**src/rtl/trc_qual_pkg.sv**
```systemverilog
package trc_qual_pkg;
  localparam int unsigned CFG_AW = 2;
  localparam logic [CFG_AW-1:0] A_SAC_SEL = 2'd0;
  localparam logic [CFG_AW-1:0] A_WP_SEL  = 2'd1;
  localparam logic [CFG_AW-1:0] A_ARC_SEL = 2'd2;
  localparam logic [CFG_AW-1:0] A_CTL     = 2'd3;

  typedef struct packed {
    logic excl;   // 1: filter excludes selected ranges
    logic ss_en;  // 1: latch gates trace
  } ctl_t;
endpackage

```
**src/rtl/trc_cfg_regs.sv**
```systemverilog
module trc_cfg_regs
  import trc_qual_pkg::*;
#(
  parameter int unsigned N_SAC   = 8,
  parameter int unsigned N_WP    = 4,
  parameter int unsigned N_ARC   = 4,
  parameter int unsigned FIELD_W = 16,
  parameter int unsigned DATA_W  = 32
) (
  input  logic              clk_i,
  input  logic              rst_ni,
  input  logic              we_i,
  input  logic [CFG_AW-1:0] addr_i,
  input  logic [DATA_W-1:0] wdata_i,
  output logic [N_SAC-1:0]  sac_start_o,
  output logic [N_SAC-1:0]  sac_stop_o,
  output logic [N_WP-1:0]   wp_start_o,
  output logic [N_WP-1:0]   wp_stop_o,
  output logic [N_ARC-1:0]  arc_sel_o,
  output ctl_t              ctl_o
);
  localparam int unsigned STOP_LSB = FIELD_W;

  logic unused_wdata;
  assign unused_wdata = ^wdata_i;

  always_ff @(posedge clk_i or negedge rst_ni) begin
    if (!rst_ni) begin
      sac_start_o <= '0;
      sac_stop_o  <= '0;
      wp_start_o  <= '0;
      wp_stop_o   <= '0;
      arc_sel_o   <= '0;
      ctl_o       <= '0;
    end else if (we_i) begin
      unique case (addr_i)
        A_SAC_SEL: begin
          sac_start_o <= wdata_i[N_SAC-1:0];
          sac_stop_o  <= wdata_i[STOP_LSB +: N_SAC];
        end
        A_WP_SEL: begin
          wp_start_o <= wdata_i[N_WP-1:0];
          wp_stop_o  <= wdata_i[STOP_LSB +: N_WP];
        end
        A_ARC_SEL: arc_sel_o <= wdata_i[N_ARC-1:0];
        default: begin
          ctl_o.ss_en <= wdata_i[0];
          ctl_o.excl  <= wdata_i[1];
        end
      endcase
    end
  end
endmodule

```
**src/rtl/trc_startstop.sv**
```systemverilog
module trc_startstop #(
  parameter int unsigned N_SAC = 8,
  parameter int unsigned N_WP  = 4
) (
  input  logic             clk_i,
  input  logic             rst_ni,
  input  logic [N_SAC-1:0] sac_match_i,
  input  logic [N_WP-1:0]  wp_match_i,
  input  logic [N_SAC-1:0] sac_start_i,
  input  logic [N_SAC-1:0] sac_stop_i,
  input  logic [N_WP-1:0]  wp_start_i,
  input  logic [N_WP-1:0]  wp_stop_i,
  output logic             state_o
);
  localparam int unsigned N_SRC = N_SAC + N_WP;

  logic [N_SRC-1:0] src, sel_on, sel_off, fire_on, fire_off;
  logic             any_on, any_off;

  assign src     = {wp_match_i, sac_match_i};
  assign sel_on  = {wp_start_i, sac_start_i};
  assign sel_off = {wp_stop_i, sac_stop_i};

  for (genvar g = 0; g < N_SRC; g++) begin : g_src
    assign fire_on[g]  = src[g] & sel_on[g];
    assign fire_off[g] = src[g] & sel_off[g];
  end

  assign any_on  = |fire_on;
  assign any_off = |fire_off;

  // stop dominates a simultaneous start
  always_ff @(posedge clk_i or negedge rst_ni) begin
    if (!rst_ni)      state_o <= 1'b0;
    else if (any_off) state_o <= 1'b0;
    else if (any_on)  state_o <= 1'b1;
  end
endmodule

```
**src/rtl/trc_range_filter.sv**
```systemverilog
module trc_range_filter #(
  parameter int unsigned N_ARC = 4
) (
  input  logic [N_ARC-1:0] arc_match_i,
  input  logic [N_ARC-1:0] arc_sel_i,
  input  logic             excl_i,
  output logic             pass_o
);
  logic [N_ARC-1:0] hit;

  for (genvar g = 0; g < N_ARC; g++) begin : g_arc
    assign hit[g] = arc_match_i[g] & arc_sel_i[g];
  end

  // empty selection: include never passes, exclude always passes
  assign pass_o = excl_i ? ~(|hit) : (|hit);
endmodule

```
**src/rtl/trc_enable_qual.sv**
```systemverilog
module trc_enable_qual
  import trc_qual_pkg::*;
#(
  parameter int unsigned N_SAC   = 8,
  parameter int unsigned N_WP    = 4,
  parameter int unsigned N_ARC   = 4,
  parameter int unsigned FIELD_W = 16,
  parameter int unsigned DATA_W  = 32
) (
  input  logic              clk_i,
  input  logic              rst_ni,
  input  logic [N_SAC-1:0]  sac_match_i,
  input  logic [N_WP-1:0]   wp_match_i,
  input  logic [N_ARC-1:0]  arc_match_i,
  input  logic              event_i,
  input  logic              cfg_we_i,
  input  logic [1:0]        cfg_addr_i,
  input  logic [DATA_W-1:0] cfg_wdata_i,
  output logic              ss_state_o,
  output logic              trace_en_o
);
  logic [N_SAC-1:0] sac_start, sac_stop;
  logic [N_WP-1:0]  wp_start, wp_stop;
  logic [N_ARC-1:0] arc_sel;
  ctl_t             ctl;
  logic             ss_q, flt_pass, ss_ok, te_d;

  trc_cfg_regs #(
    .N_SAC(N_SAC), .N_WP(N_WP), .N_ARC(N_ARC), .FIELD_W(FIELD_W), .DATA_W(DATA_W)
  ) u_regs (
    .clk_i, .rst_ni,
    .we_i       (cfg_we_i),
    .addr_i     (cfg_addr_i),
    .wdata_i    (cfg_wdata_i),
    .sac_start_o(sac_start),
    .sac_stop_o (sac_stop),
    .wp_start_o (wp_start),
    .wp_stop_o  (wp_stop),
    .arc_sel_o  (arc_sel),
    .ctl_o      (ctl)
  );

  trc_startstop #(.N_SAC(N_SAC), .N_WP(N_WP)) u_ss (
    .clk_i, .rst_ni,
    .sac_match_i,
    .wp_match_i,
    .sac_start_i(sac_start),
    .sac_stop_i (sac_stop),
    .wp_start_i (wp_start),
    .wp_stop_i  (wp_stop),
    .state_o    (ss_q)
  );

  trc_range_filter #(.N_ARC(N_ARC)) u_flt (
    .arc_match_i,
    .arc_sel_i(arc_sel),
    .excl_i   (ctl.excl),
    .pass_o   (flt_pass)
  );

  assign ss_ok = ~ctl.ss_en | ss_q;
  assign te_d  = event_i & ss_ok & flt_pass;

  always_ff @(posedge clk_i or negedge rst_ni) begin
    if (!rst_ni) trace_en_o <= 1'b0;
    else         trace_en_o <= te_d;
  end

  assign ss_state_o = ss_q;
endmodule

```
**config.mk**
```make
export PLATFORM = sky130hd
export DESIGN_NAME = trc_enable_qual
export DESIGN_NICKNAME = d
export VERILOG_FILES = /design/src/rtl/trc_qual_pkg.sv /design/src/rtl/trc_cfg_regs.sv /design/src/rtl/trc_startstop.sv /design/src/rtl/trc_range_filter.sv /design/src/rtl/trc_enable_qual.sv
export SDC_FILE = /design/constraint.sdc
export NUM_CORES = 1
export LEC_CHECK = 0
export BUFFER_PORTS_ARGS = -buffer_cell sky130_fd_sc_hd__buf_2
export CAP_MARGIN = 5
export CORE_UTILIZATION = 35
export DETAILED_ROUTE_END_ITERATION = 10
export PLACE_DENSITY = 0.72
export SLEW_MARGIN = 20
export SYNTH_ARGS = -nofsm -noshare
export SYNTH_HDL_FRONTEND = slang
export SYNTH_SLANG_ARGS = --single-unit
```
**constraint.sdc**
```tcl
create_clock -name clk_i -period 1.2 [get_ports clk_i]
set_input_delay 0.12 -clock clk_i [delete_from_list [all_inputs] [get_ports clk_i]]
set_output_delay 0.12 -clock clk_i [all_outputs]
set_load 0.01 [all_outputs]
```
==> flow_summary.json, run 1 <==
{
  "ant_nets": 0,
  "fin_setup_tns_ps": 0,
  "antennaDiodeCount": 0,
  "initialDrtViolationCount": 8,
  "cts_buffers": 5,
  "grt_pass1_vias": 1027,
  "synthXorXnorAreaFrac_pct": 0,
  "synth_mux_area_share_pct": 24.98,
  "clkSinkCount": 32,
  "syn_to_final_growth_pct": 27.10,
  "grt_pass1_wl_um": 4712,
  "syn-num-nets": 145,
  "track_usage_pct": 15.55,
  "clockBufferDepth": 2,
  "drcViolationCount": 0,
  "worstHoldPathType": "input pin to flip-flop",
  "yosys.area_share.simple_pct": 5.458,
  "dp_hpwl_um": 2066,
  "cts.repair.resized": 0,
  "avgSynthCellArea_um2": 14.86,
  "critPathKind": "flip-flop to flip-flop",
  "tightestPinTransition_ps": 404.6,
  "final.period_utilization_pct": 90.20,
  "avgRoutedWirePerCell_um": 14.68,
  "root_buffer": "clkbuf_8",
  "cp_data_arrival_time_ps": 1250,
  "rrSetupSlack_ps": 120,
  "path_cells": "a222oi_1 -> and3_1 -> a211oi_1",
  "worstHoldPathCells": 2,
  "post_cts_buffers": 0,
  "grt_max_degree": 33,
  "cts-htree-levels": 2,
  "end_kind": "flip-flop",
  "synth_fa_ha_area_share_pct": 0,
  "netlist_area_um2": 1353,
  "rr_worst_depth": 3,
  "cts_hold_buf": 1,
  "drtPass1Iterations": 4,
  "cts_tree": "yes",
  "route.met2.wl_um": 1322,
  "routed_wl_um": 2760,
  "via_per_inst": 5.059,
  "crit_buf_inv": 0,
  "ys_seq_area_share_pct": 59.20,
  "regToRegEndpoint": "u_ss.state_o",
  "yosysWarnings": 0,
  "synth.distinct_cells": 18,
  "cp_max_fo": 2,
  "maxCapViolCount": 0,
  "nFillCells": 347,
  "status": "complete, no violations",
  "clk_latency_ps": 280,
  "hold_start": "cfg_wdata_i[23]",
  "synth_compound_area_share_pct": 9.251,
  "place_area_um2": 1632,
  "layout-drive-gt1-share_pct": 56.43,
  "start_util_pct": 36.67,
  "num_vias": 951,
  "wl_met1_um": 1266,
  "fmax_mhz": 923.9,
  "pre_cts_ws_ps": 56.78,
  "final_util_pct": 46.61,
  "synth_top_family_by_area": "multiplexers",
  "clock_skew_ps": 3.800,
  "hold_viol": 0,
  "max_slew_margin_pct": 73.03,
  "crit_path_top_delay_cell": "dfrtp_1",
  "row_count": 22,
  "ir_drop_mv": 0.7261,
  "grt_overflow": 0,
  "critPathLaunchType": "flip-flop",
  "rsz0062_at_grt": "no",
  "synthCells": 91,
  "highest_layer": "met4",
  "die_w_um": 64.17,
  "cp_top_family": "compound AO/OA/AOI/OAI gates",
  "period_needed_ps": 1082,
  "fp.dieArea_um2": 4117,
  "grt_antenna_before_repair": 0,
  "critPathMaxStageDelay_ps": 380,
  "p_leak_uw": 0.0007916,
  "worst_slack_ps": 117.6,
  "wl_met3_um": 113,
  "crit_required_ps": 1370,
  "numPortBuffers": 39,
  "die_y_um": 64.17,
  "r2r-start": "u_regs.sac_start_o[0]",
  "clkSlewWorstSetupHoldPaths_ps": 60,
  "hold_end": "u_regs.sac_stop_o[7]",
  "final-setup-viol-count": 0,
  "io_pins": 56,
  "slew_violations": 0,
  "pwr_density_cell_nw_per_um2": 1508,
  "routabilityCongestion": 0.7651,
  "nNetsFinal": 194,
  "ys_ff_latch": 32,
  "fin_area_um2": 1719,
  "core_um2": 3689
}
metal layers:
layer / GRT usage (%) / up-vias
met3: 5.536 / 7
met1: 18.88 / 475
met5: 0 / -
met4: 7.500 / 0
met2: 24.47 / 26
li1: - / 443
cell type report:
class | instances | area (um^2) | share of cell area, %
flip-flops and latches | 32 | 800.8 | 46.58
multi-input cells | 57 | 536.8 | 31.22
repair buffers | 43 | 240.2 | 13.97
clock buffers | 6 | 72.57 | 4.221
well taps | 48 | 60.06 | 3.493
clock inverters | 1 | 5.005 | 0.2911
inverters | 1 | 3.754 | 0.2183
flip-flops by register name, indices dropped and copies added (netlist names):
register            cells
u_regs.sac_stop_o       8
u_regs.wp_stop_o        4
u_regs.sac_start_o      8
u_regs.arc_sel_o        4
u_regs.ctl_o            2
trace_en_o              1
u_regs.wp_start_o       4
u_ss.state_o            1
worst max-delay path by stage:
stage	to	cells after the start	startpoint	slack, ps
6_report	u_ss.state_o	3	u_regs.sac_start_o[0]	120
5_1_grt	u_ss.state_o	3	u_regs.sac_start_o[0]	80
4_1_cts	u_ss.state_o	3	u_regs.sac_start_o[0]	130
3_5_place_dp	u_regs.sac_stop_o[5]	4	cfg_addr_i[1]	60
3_3_place_gp	u_regs.sac_start_o[5]	4	cfg_addr_i[1]	80
2_1_floorplan	u_regs.sac_start_o[0]	3	cfg_addr_i[1]	130
power by group:
part / internal, uW / switching, uW
Sequential: 1280 / 105
Combinational: 276 / 168
Clock: 393 / 369
Total: 1950 / 643
kinds of logic (layout without fill, tap and decap cells):
group,after synthesis,in the layout
and+or+nand+nor,10,10
AOI/OAI and AO/OA,17,17
DFF,32,32
muxes,30,30
buffers and inverters,2,51
cells in the final DEF, fill, tap and decap left out:
cell and instances:
nand2_1 1, clkinv_2 1, clkbuf_1 1, dfrtp_1 32
nor3b_4 1, buf_12 1, nor3_1 1, a22o_1 2
inv_1 1, clkbuf_8 5, nand3_1 1, and3_1 2
o21ai_0 2, a21oi_1 1, mux2_2 30, nor3b_1 1
a22oi_1 10, a211oi_1 1, dlygate4sd3_1 1, nand3b_1 2
nand4_1 1, buf_4 2, a222oi_1 1, buf_2 39
Yosys cell counts:
master / count / share of area, %
buf_6: 1 / 0.83
nand4_1: 1 / 0.46
o21ai_0: 2 / 0.74
a22oi_1: 10 / 5.6
a21oi_1: 1 / 0.37
mux2_2: 30 / 25
a211oi_1: 1 / 0.56
a222oi_1: 1 / 0.74
nor3b_4: 1 / 1.4
nor3b_1: 1 / 0.56
a22o_1: 2 / 1.3
nand3_1: 1 / 0.37
dfrtp_1: 32 / 59
inv_1: 1 / 0.28
nand3b_1: 2 / 1.1
and3_1: 2 / 0.92
nand2_1: 1 / 0.28
nor3_1: 1 / 0.37
metrics by stage:
| step | hold WS [ps] | instances | total power [uW] |
|---|---|---|---|
| global route | 60.05 | 188 | 2743 |
| global placement | 153.1 | 180 | 1827 |
| detailed placement | 160.0 | 180 | 1850 |
| finish | 68.22 | 188 | 2592 |
| CTS | 57.99 | 188 | 2621 |
| floorplan | -175.6 | 91 | 1659 |
(Power assumes the default switching activity.)
==> inputs of run 2 (changes only) <==
--- a/config.mk
+++ b/config.mk
@@ -9,7 +9,6 @@
 export CAP_MARGIN = 5
 export CORE_UTILIZATION = 35
 export DETAILED_ROUTE_END_ITERATION = 10
-export PLACE_DENSITY = 0.72
 export SLEW_MARGIN = 20
 export SYNTH_ARGS = -nofsm -noshare
 export SYNTH_HDL_FRONTEND = slang
==> run 2 against run 1 <==
Against the previous run:
- first-iteration DRC count grew 110%
- setup slack got worse by 49 ps
- non-clock buffer count unchanged
- via count rose by 2.5%
- power up 4.7%
- final cell count unchanged
- largest power group unchanged
==> flow_summary.json, run 2 (synthesized netlist as in run 1, its figures left out) <==
{
  "status": "complete, no violations",
  "power_frac_seq_pct": 51.1,
  "critPathMaxStageDelay_ps": 390,
  "io_pins": 56,
  "path_cells": "a222oi_1 -> and3_1 -> a211oi_1",
  "period_needed_ps": 1132,
  "final-setup-viol-count": 0,
  "post_cts_buffers": 0,
  "nNetsFinal": 194,
  "core_um2": 3689,
  "cts_tree": "yes",
  "internal_power_uw": 2070,
  "dp_hpwl_um": 2191,
  "cp_data_arrival_time_ps": 1310,
  "clk_latency_ps": 280,
  "grt_antenna_before_repair": 0,
  "critPathLaunchType": "flip-flop",
  "fp.dieArea_um2": 4117,
  "cp_max_fo": 2,
  "grt_max_degree": 18,
  "antennaDiodeCount": 0,
  "hold_slack_ps": 66.91,
  "via_per_inst": 5.186,
  "max_slew_margin_pct": 72.68,
  "avgRoutedWirePerCell_um": 14.69,
  "start_util_pct": 36.67,
  "die_y_um": 64.17,
  "drtPass1Iterations": 3,
  "root_buffer": "clkbuf_8",
  "grt_pass1_wl_um": 4685,
  "layout-drive-gt1-share_pct": 57.14,
  "p_sw_uw": 643.9,
  "critPathKind": "flip-flop to flip-flop",
  "grt_overflow": 0,
  "final_util_pct": 47.46,
  "p_leak_uw": 0.0008055,
  "die_w_um": 64.17,
  "slew_violations": 0,
  "final_cell_mix": "buf_2 (39), dfrtp_1 (32), mux2_2 (30), a22oi_1 (10), clkbuf_8 (7)",
  "crit_required_ps": 1370,
  "combPwrFrac_pct": 16.5,
  "ir_drop_mv": 0.7503,
  "swShare_pct": 23.73,
  "dp.cells": 180,
  "clock_power_share_pct": 32.4,
  "clock_skew_ps": 6.711,
  "drcViolationCount": 0,
  "syn_to_final_growth_pct": 29.42,
  "maxCapViolCount": 0,
  "rrSetupSlack_ps": 70,
  "track_usage_pct": 15.83,
  "routed_wl_um": 2761,
  "stdcell_count": 188,
  "worstHoldPathType": "input pin to flip-flop",
  "final_common_cell": "buf_2",
  "clkSinkCount": 32,
  "num_vias": 975,
  "fmax_mhz": 883.5,
  "final.period_utilization_pct": 94.32,
  "tightestPinTransition_ps": 409.8,
  "pwr_density_cell_nw_per_um2": 1550,
  "top_regs": "u_regs.sac_start_o (8), u_regs.sac_stop_o (8)",
  "clockBufferDepth": 2,
  "routabilityCongestion": 0.7698,
  "clkSlewWorstSetupHoldPaths_ps": 60,
  "numPortBuffers": 39,
  "initialDrtViolationCount": 17,
  "end_kind": "flip-flop",
  "row_count": 22,
  "rsz0062_at_grt": "yes",
  "grt_pass1_vias": 967,
  "hold_viol": 0,
  "crit_path_top_delay_cell": "dfrtp_1",
  "cts-htree-levels": 2,
  "cts_buffers": 5,
  "ant_nets": 0
}
==> run 2: changes by cell type in the layout (fill, tap and decap cells not counted) <==
cell,before,now
clkinv_2,1,0
buf_12,1,2
clkbuf_1,1,0
clkbuf_8,5,7
buf_4,2,1
==> run 2: worst paths after layout <==
| path | to | startpoint | depth (start not counted) |
|---|---|---|---|
| max in group asynchronous | u_regs.arc_sel_o[2] | rst_ni | 3 |
| worst min-delay path | u_regs.sac_stop_o[6] | cfg_wdata_i[22] | 2 |
| worst min register to register | u_regs.sac_stop_o[3] | u_regs.sac_stop_o[3] | 1 |
| min in group asynchronous | u_regs.sac_start_o[7] | rst_ni | 2 |
| worst max-delay path | u_ss.state_o | u_regs.sac_start_o[0] | 3 |
| worst max register to register | u_ss.state_o | u_regs.sac_start_o[0] | 3 |
==> run 2: per-layer routing <==
metal / vias up / track usage [%] / wire length (um)
li1: 447 / - / -
met1: 499 / 19.38 / 1213
met2: 21 / 24.34 / 1339
met3: 8 / 4.107 / 130
met4: 0 / 10.83 / 78
met5: - / 0 / 0
==> run 2: cell type report <==
cell class	count	area [um^2]
fillers	362	1938
flip-flops and latches	32	800.8
inverters	1	3.754
well taps	48	60.06
repair buffers	43	252.7
clock buffers	7	96.34
multi-input cells	57	536.8
==> run 2: through the flow <==
stage | setup TNS, ps | power [uW] | setup WS, ps | instance area (um^2)
3_3_place_gp | 0 | 1836 | 75.63 | 1644
3_5_place_dp | 0 | 1863 | 48.67 | 1644
6_report | 0 | 2714 | 68.19 | 1750
5_1_grt | -1.522 | 2860 | -1.522 | 1750
4_1_cts | 0 | 2758 | 62.16 | 1750
2_1_floorplan | 0 | 1659 | 126.4 | 1353
==> run 2: power by group through the flow <==
| stage | registers (uW) | clock network [uW] | logic (uW) |
|---|---|---|---|
| floorplan | 1370 | 0 | 286 |
| global placement | 1400 | 0 | 437 |
| detailed placement | 1410 | 0 | 452 |
| CTS | 1390 | 912 | 456 |
| global route | 1410 | 947 | 498 |
| finish | 1390 | 879 | 446 |
==> run 2: worst max-delay path, delay by kind of cell, from the launching register on <==
family	cells	cell delay, ps
compound gates	2	440
flops	1	390
simple gates	1	200
==> run 2: what timing repair did <==
action	in CTS	in global routing
hold buffers	1	0
resized for setup	0	0
endpoints found under the setup margin	0	1
hold endpoints to repair	16	0
==> inputs of run 3 (changes only) <==
--- a/config.mk
+++ b/config.mk
@@ -5,6 +5,7 @@
 export SDC_FILE = /design/constraint.sdc
 export NUM_CORES = 1
 export LEC_CHECK = 0
+export ABC_AREA = 1
 export BUFFER_PORTS_ARGS = -buffer_cell sky130_fd_sc_hd__buf_2
 export CAP_MARGIN = 5
 export CORE_UTILIZATION = 35
==> run 3 against run 2 <==
Against the previous run:
- global-route usage down 0.23 points
- via count is 23% higher
- design area grew 5.4%
- critical path type unchanged
- sequential power decreased by 4%
- die area increased by 9.8%
- synthesized cell count rose by 99%
- final cell count increased by 47%
- hold slack improved by 5.8 ps
- routed wire length up 9.5%
- register-to-register slack better by 190 ps
==> flow_summary.json, run 3 <==
{
  "die_y_um": 67.23,
  "nNetsFinal": 280,
  "swShare_pct": 27.26,
  "synthCells": 181,
  "row_count": 23,
  "power_frac_seq_pct": 50.4,
  "numPortBuffers": 39,
  "p_leak_uw": 0.001032,
  "end_kind": "flip-flop",
  "ys_seq_area_share_pct": 53.78,
  "final-setup-viol-count": 0,
  "routabilityCongestion": 0.7904,
  "clkSinkCount": 32,
  "final.period_utilization_pct": 78.71,
  "hold_viol": 0,
  "worstHoldPathType": "input pin to flip-flop",
  "final_cell_mix": "nand2_1 (76), buf_2 (39), dfrtp_1 (32), inv_1 (21), o21ai_0 (14)",
  "avgRoutedWirePerCell_um": 10.92,
  "dp_hpwl_um": 2239,
  "setup.worst_path.start": "u_regs.arc_sel_o[0]",
  "ir_drop_mv": 0.5899,
  "synth_ff_type": "dfrtp_1",
  "rr_worst_depth": 6,
  "rrSetupSlack_ps": 260,
  "grt_pass1_wl_um": 5043,
  "die_w_um": 67.23,
  "grt_pass1_vias": 1088,
  "clockBufferDepth": 2,
  "antennaDiodeCount": 0,
  "yosys-top-cells-area": "dfrtp_1 (54%), nand2_1 (19%), o21ai_2 (5.9%)",
  "clkSlewWorstSetupHoldPaths_ps": 60,
  "ant_nets": 0,
  "layout-drive-gt1-share_pct": 26.43,
  "p_sw_uw": 723.6,
  "yosysTopAreaCell": "dfrtp_1",
  "cp_max_fo": 2,
  "yosysWarnings": 0,
  "yosys-top-cells-count": "nand2_1 (76), dfrtp_1 (32), inv_1 (21), o21ai_0 (14), nor2_1 (11)",
  "core_um2": 4029,
  "start_util_pct": 36.96,
  "synth.distinct_cells": 14,
  "pre_cts_ws_ps": 257.1,
  "critPathLaunchType": "flip-flop",
  "ys_ff_latch": 32,
  "num_vias": 1197,
  "synth_top_area_share_pct": 53.78,
  "rsz0062_at_grt": "no",
  "maxCapViolCount": 0,
  "period_needed_ps": 944.5,
  "regToRegEndpoint": "trace_en_o",
  "grt_overflow": 0,
  "avgSynthCellArea_um2": 8.226,
  "drtPass1Iterations": 4,
  "nFillCells": 441,
  "post_cts_buffers": 0,
  "via_per_inst": 4.321,
  "r2r-start": "u_regs.arc_sel_o[0]",
  "slew_violations": 0,
  "combPwrFrac_pct": 18.0,
  "routed_wl_um": 3024,
  "async_flop_share_pct": 100.0,
  "root_buffer": "clkbuf_8",
  "synth_edf_count": 0,
  "crit_required_ps": 1370,
  "top_regs": "u_regs.sac_start_o (8), u_regs.sac_stop_o (8)",
  "clock_skew_ps": 3.057,
  "cp_data_arrival_time_ps": 1120,
  "critPathKind": "flip-flop to flip-flop",
  "clk_latency_ps": 280,
  "grt_antenna_before_repair": 0,
  "grt_max_degree": 33,
  "final_common_cell": "nand2_1",
  "pwr_density_cell_nw_per_um2": 1438,
  "track_usage_pct": 15.60,
  "syn-num-nets": 235,
  "cts_tree": "yes",
  "fmax_mhz": 1059,
  "worst_slack_ps": 255.5,
  "status": "complete, no violations",
  "internal_power_uw": 1931,
  "yosysMostFrequentCell": "nand2_1",
  "fp.dieArea_um2": 4519,
  "netlist_area_um2": 1489,
  "drcViolationCount": 0,
  "cp-endpoint": "trace_en_o",
  "fin_setup_tns_ps": 0,
  "syn_to_final_growth_pct": 23.95,
  "io_pins": 56,
  "initialDrtViolationCount": 71,
  "cts-htree-levels": 2,
  "cts_buffers": 5,
  "max_slew_margin_pct": 83.93,
  "tightestPinTransition_ps": 240.3,
  "clock_power_share_pct": 31.6
}
[run 3: cell types whose count changed in the layout (fill, tap and decap cells not counted), moves of 2 or more]
cell / previous run / this run
o21ai_2: 0 / 10
nor2_1: 0 / 11
o21ai_0: 2 / 14
clkbuf_1: 0 / 2
and3_1: 2 / 0
mux2_2: 30 / 0
nand2_1: 1 / 76
o21ai_1: 0 / 6
nand3_1: 1 / 3
inv_1: 1 / 21
nand3b_1: 2 / 0
a22oi_1: 10 / 0
a22o_1: 2 / 0
[run 3: final cells by class]
cell class              count  area (um^2)  share of cell area (%)
flip-flops and latches     32        800.8                   43.39
repair buffers             42        245.2                   13.29
well taps                  50        62.56                   3.390
clock buffers               8        90.09                   4.881
multi-input cells         123        564.3                   30.58
inverters                  22        82.58                   4.475
[run 3: kinds of logic (layout without fill, tap and decap cells)]
| group | after synthesis | after routing | share of synthesized area, % |
|---|---|---|---|
| AND/OR/NAND/NOR | 92 | 92 | 24.79 |
| flip-flops | 32 | 32 | 53.78 |
| buffers and inverters | 26 | 72 | 8.319 |
| AO/OA/AOI/OAI | 31 | 31 | 13.11 |
[run 3: worst max-delay path: stages (launching register included)]
cell and delay [ps]:
dfrtp_1 380, nand2_1 60, nand2_1 40, nor2_1 180, nand2_1 80, nand2_1 60, nor2_1 30
[run 3: metrics by stage]
| step | total power [uW] | util [%] | hold slack, ps | std cells | area, um^2 |
|---|---|---|---|---|---|
| global route | 2840 | 45.81 | 72.55 | 277 | 1846 |
| finish | 2654 | 45.81 | 72.71 | 277 | 1846 |
| CTS | 2694 | 45.81 | 66.73 | 277 | 1846 |
| global placement | 1825 | 43.32 | 88.38 | 268 | 1745 |
| detailed placement | 1842 | 43.32 | 89.17 | 268 | 1745 |
| floorplan | 1652 | - | -175.6 | 181 | 1489 |
[run 3: worst min-delay path by stage]
| stage | from | end | cells past startpoint |
|---|---|---|---|
| CTS | cfg_wdata_i[22] | u_regs.sac_stop_o[6] | 3 |
| global placement | rst_ni | u_regs.arc_sel_o[0] | 2 |
| floorplan | rst_ni | trace_en_o | 0 |
| global route | cfg_wdata_i[20] | u_regs.sac_stop_o[4] | 3 |
| finish | cfg_wdata_i[23] | u_regs.sac_stop_o[7] | 3 |
| detailed placement | rst_ni | u_regs.arc_sel_o[0] | 2 |
[run 3: repair_timing]
action / CTS / global route
hold endpoints to repair: 32 / 0
resized for setup: 0 / 0
hold buffers: 1 / 0
[run 3: power groups by stage]
stage	clock network [uW]	logic (uW)	registers (uW)
CTS	866	490	1340
floorplan	0	311	1340
detailed placement	0	485	1360
global route	924	558	1360
finish	839	479	1340
global placement	0	473	1350
[run 3: routing by layer]
layer | GRT usage, % | wire [um] | share of wire, % | up-vias
met5 | 0 | 0 | 0 | -
met4 | 6.383 | 58 | 1.9 | 0
met3 | 4.899 | 144 | 4.8 | 6
met2 | 22.75 | 1278 | 42 | 25
met1 | 21.31 | 1543 | 51 | 519
li1 | - | - | - | 647
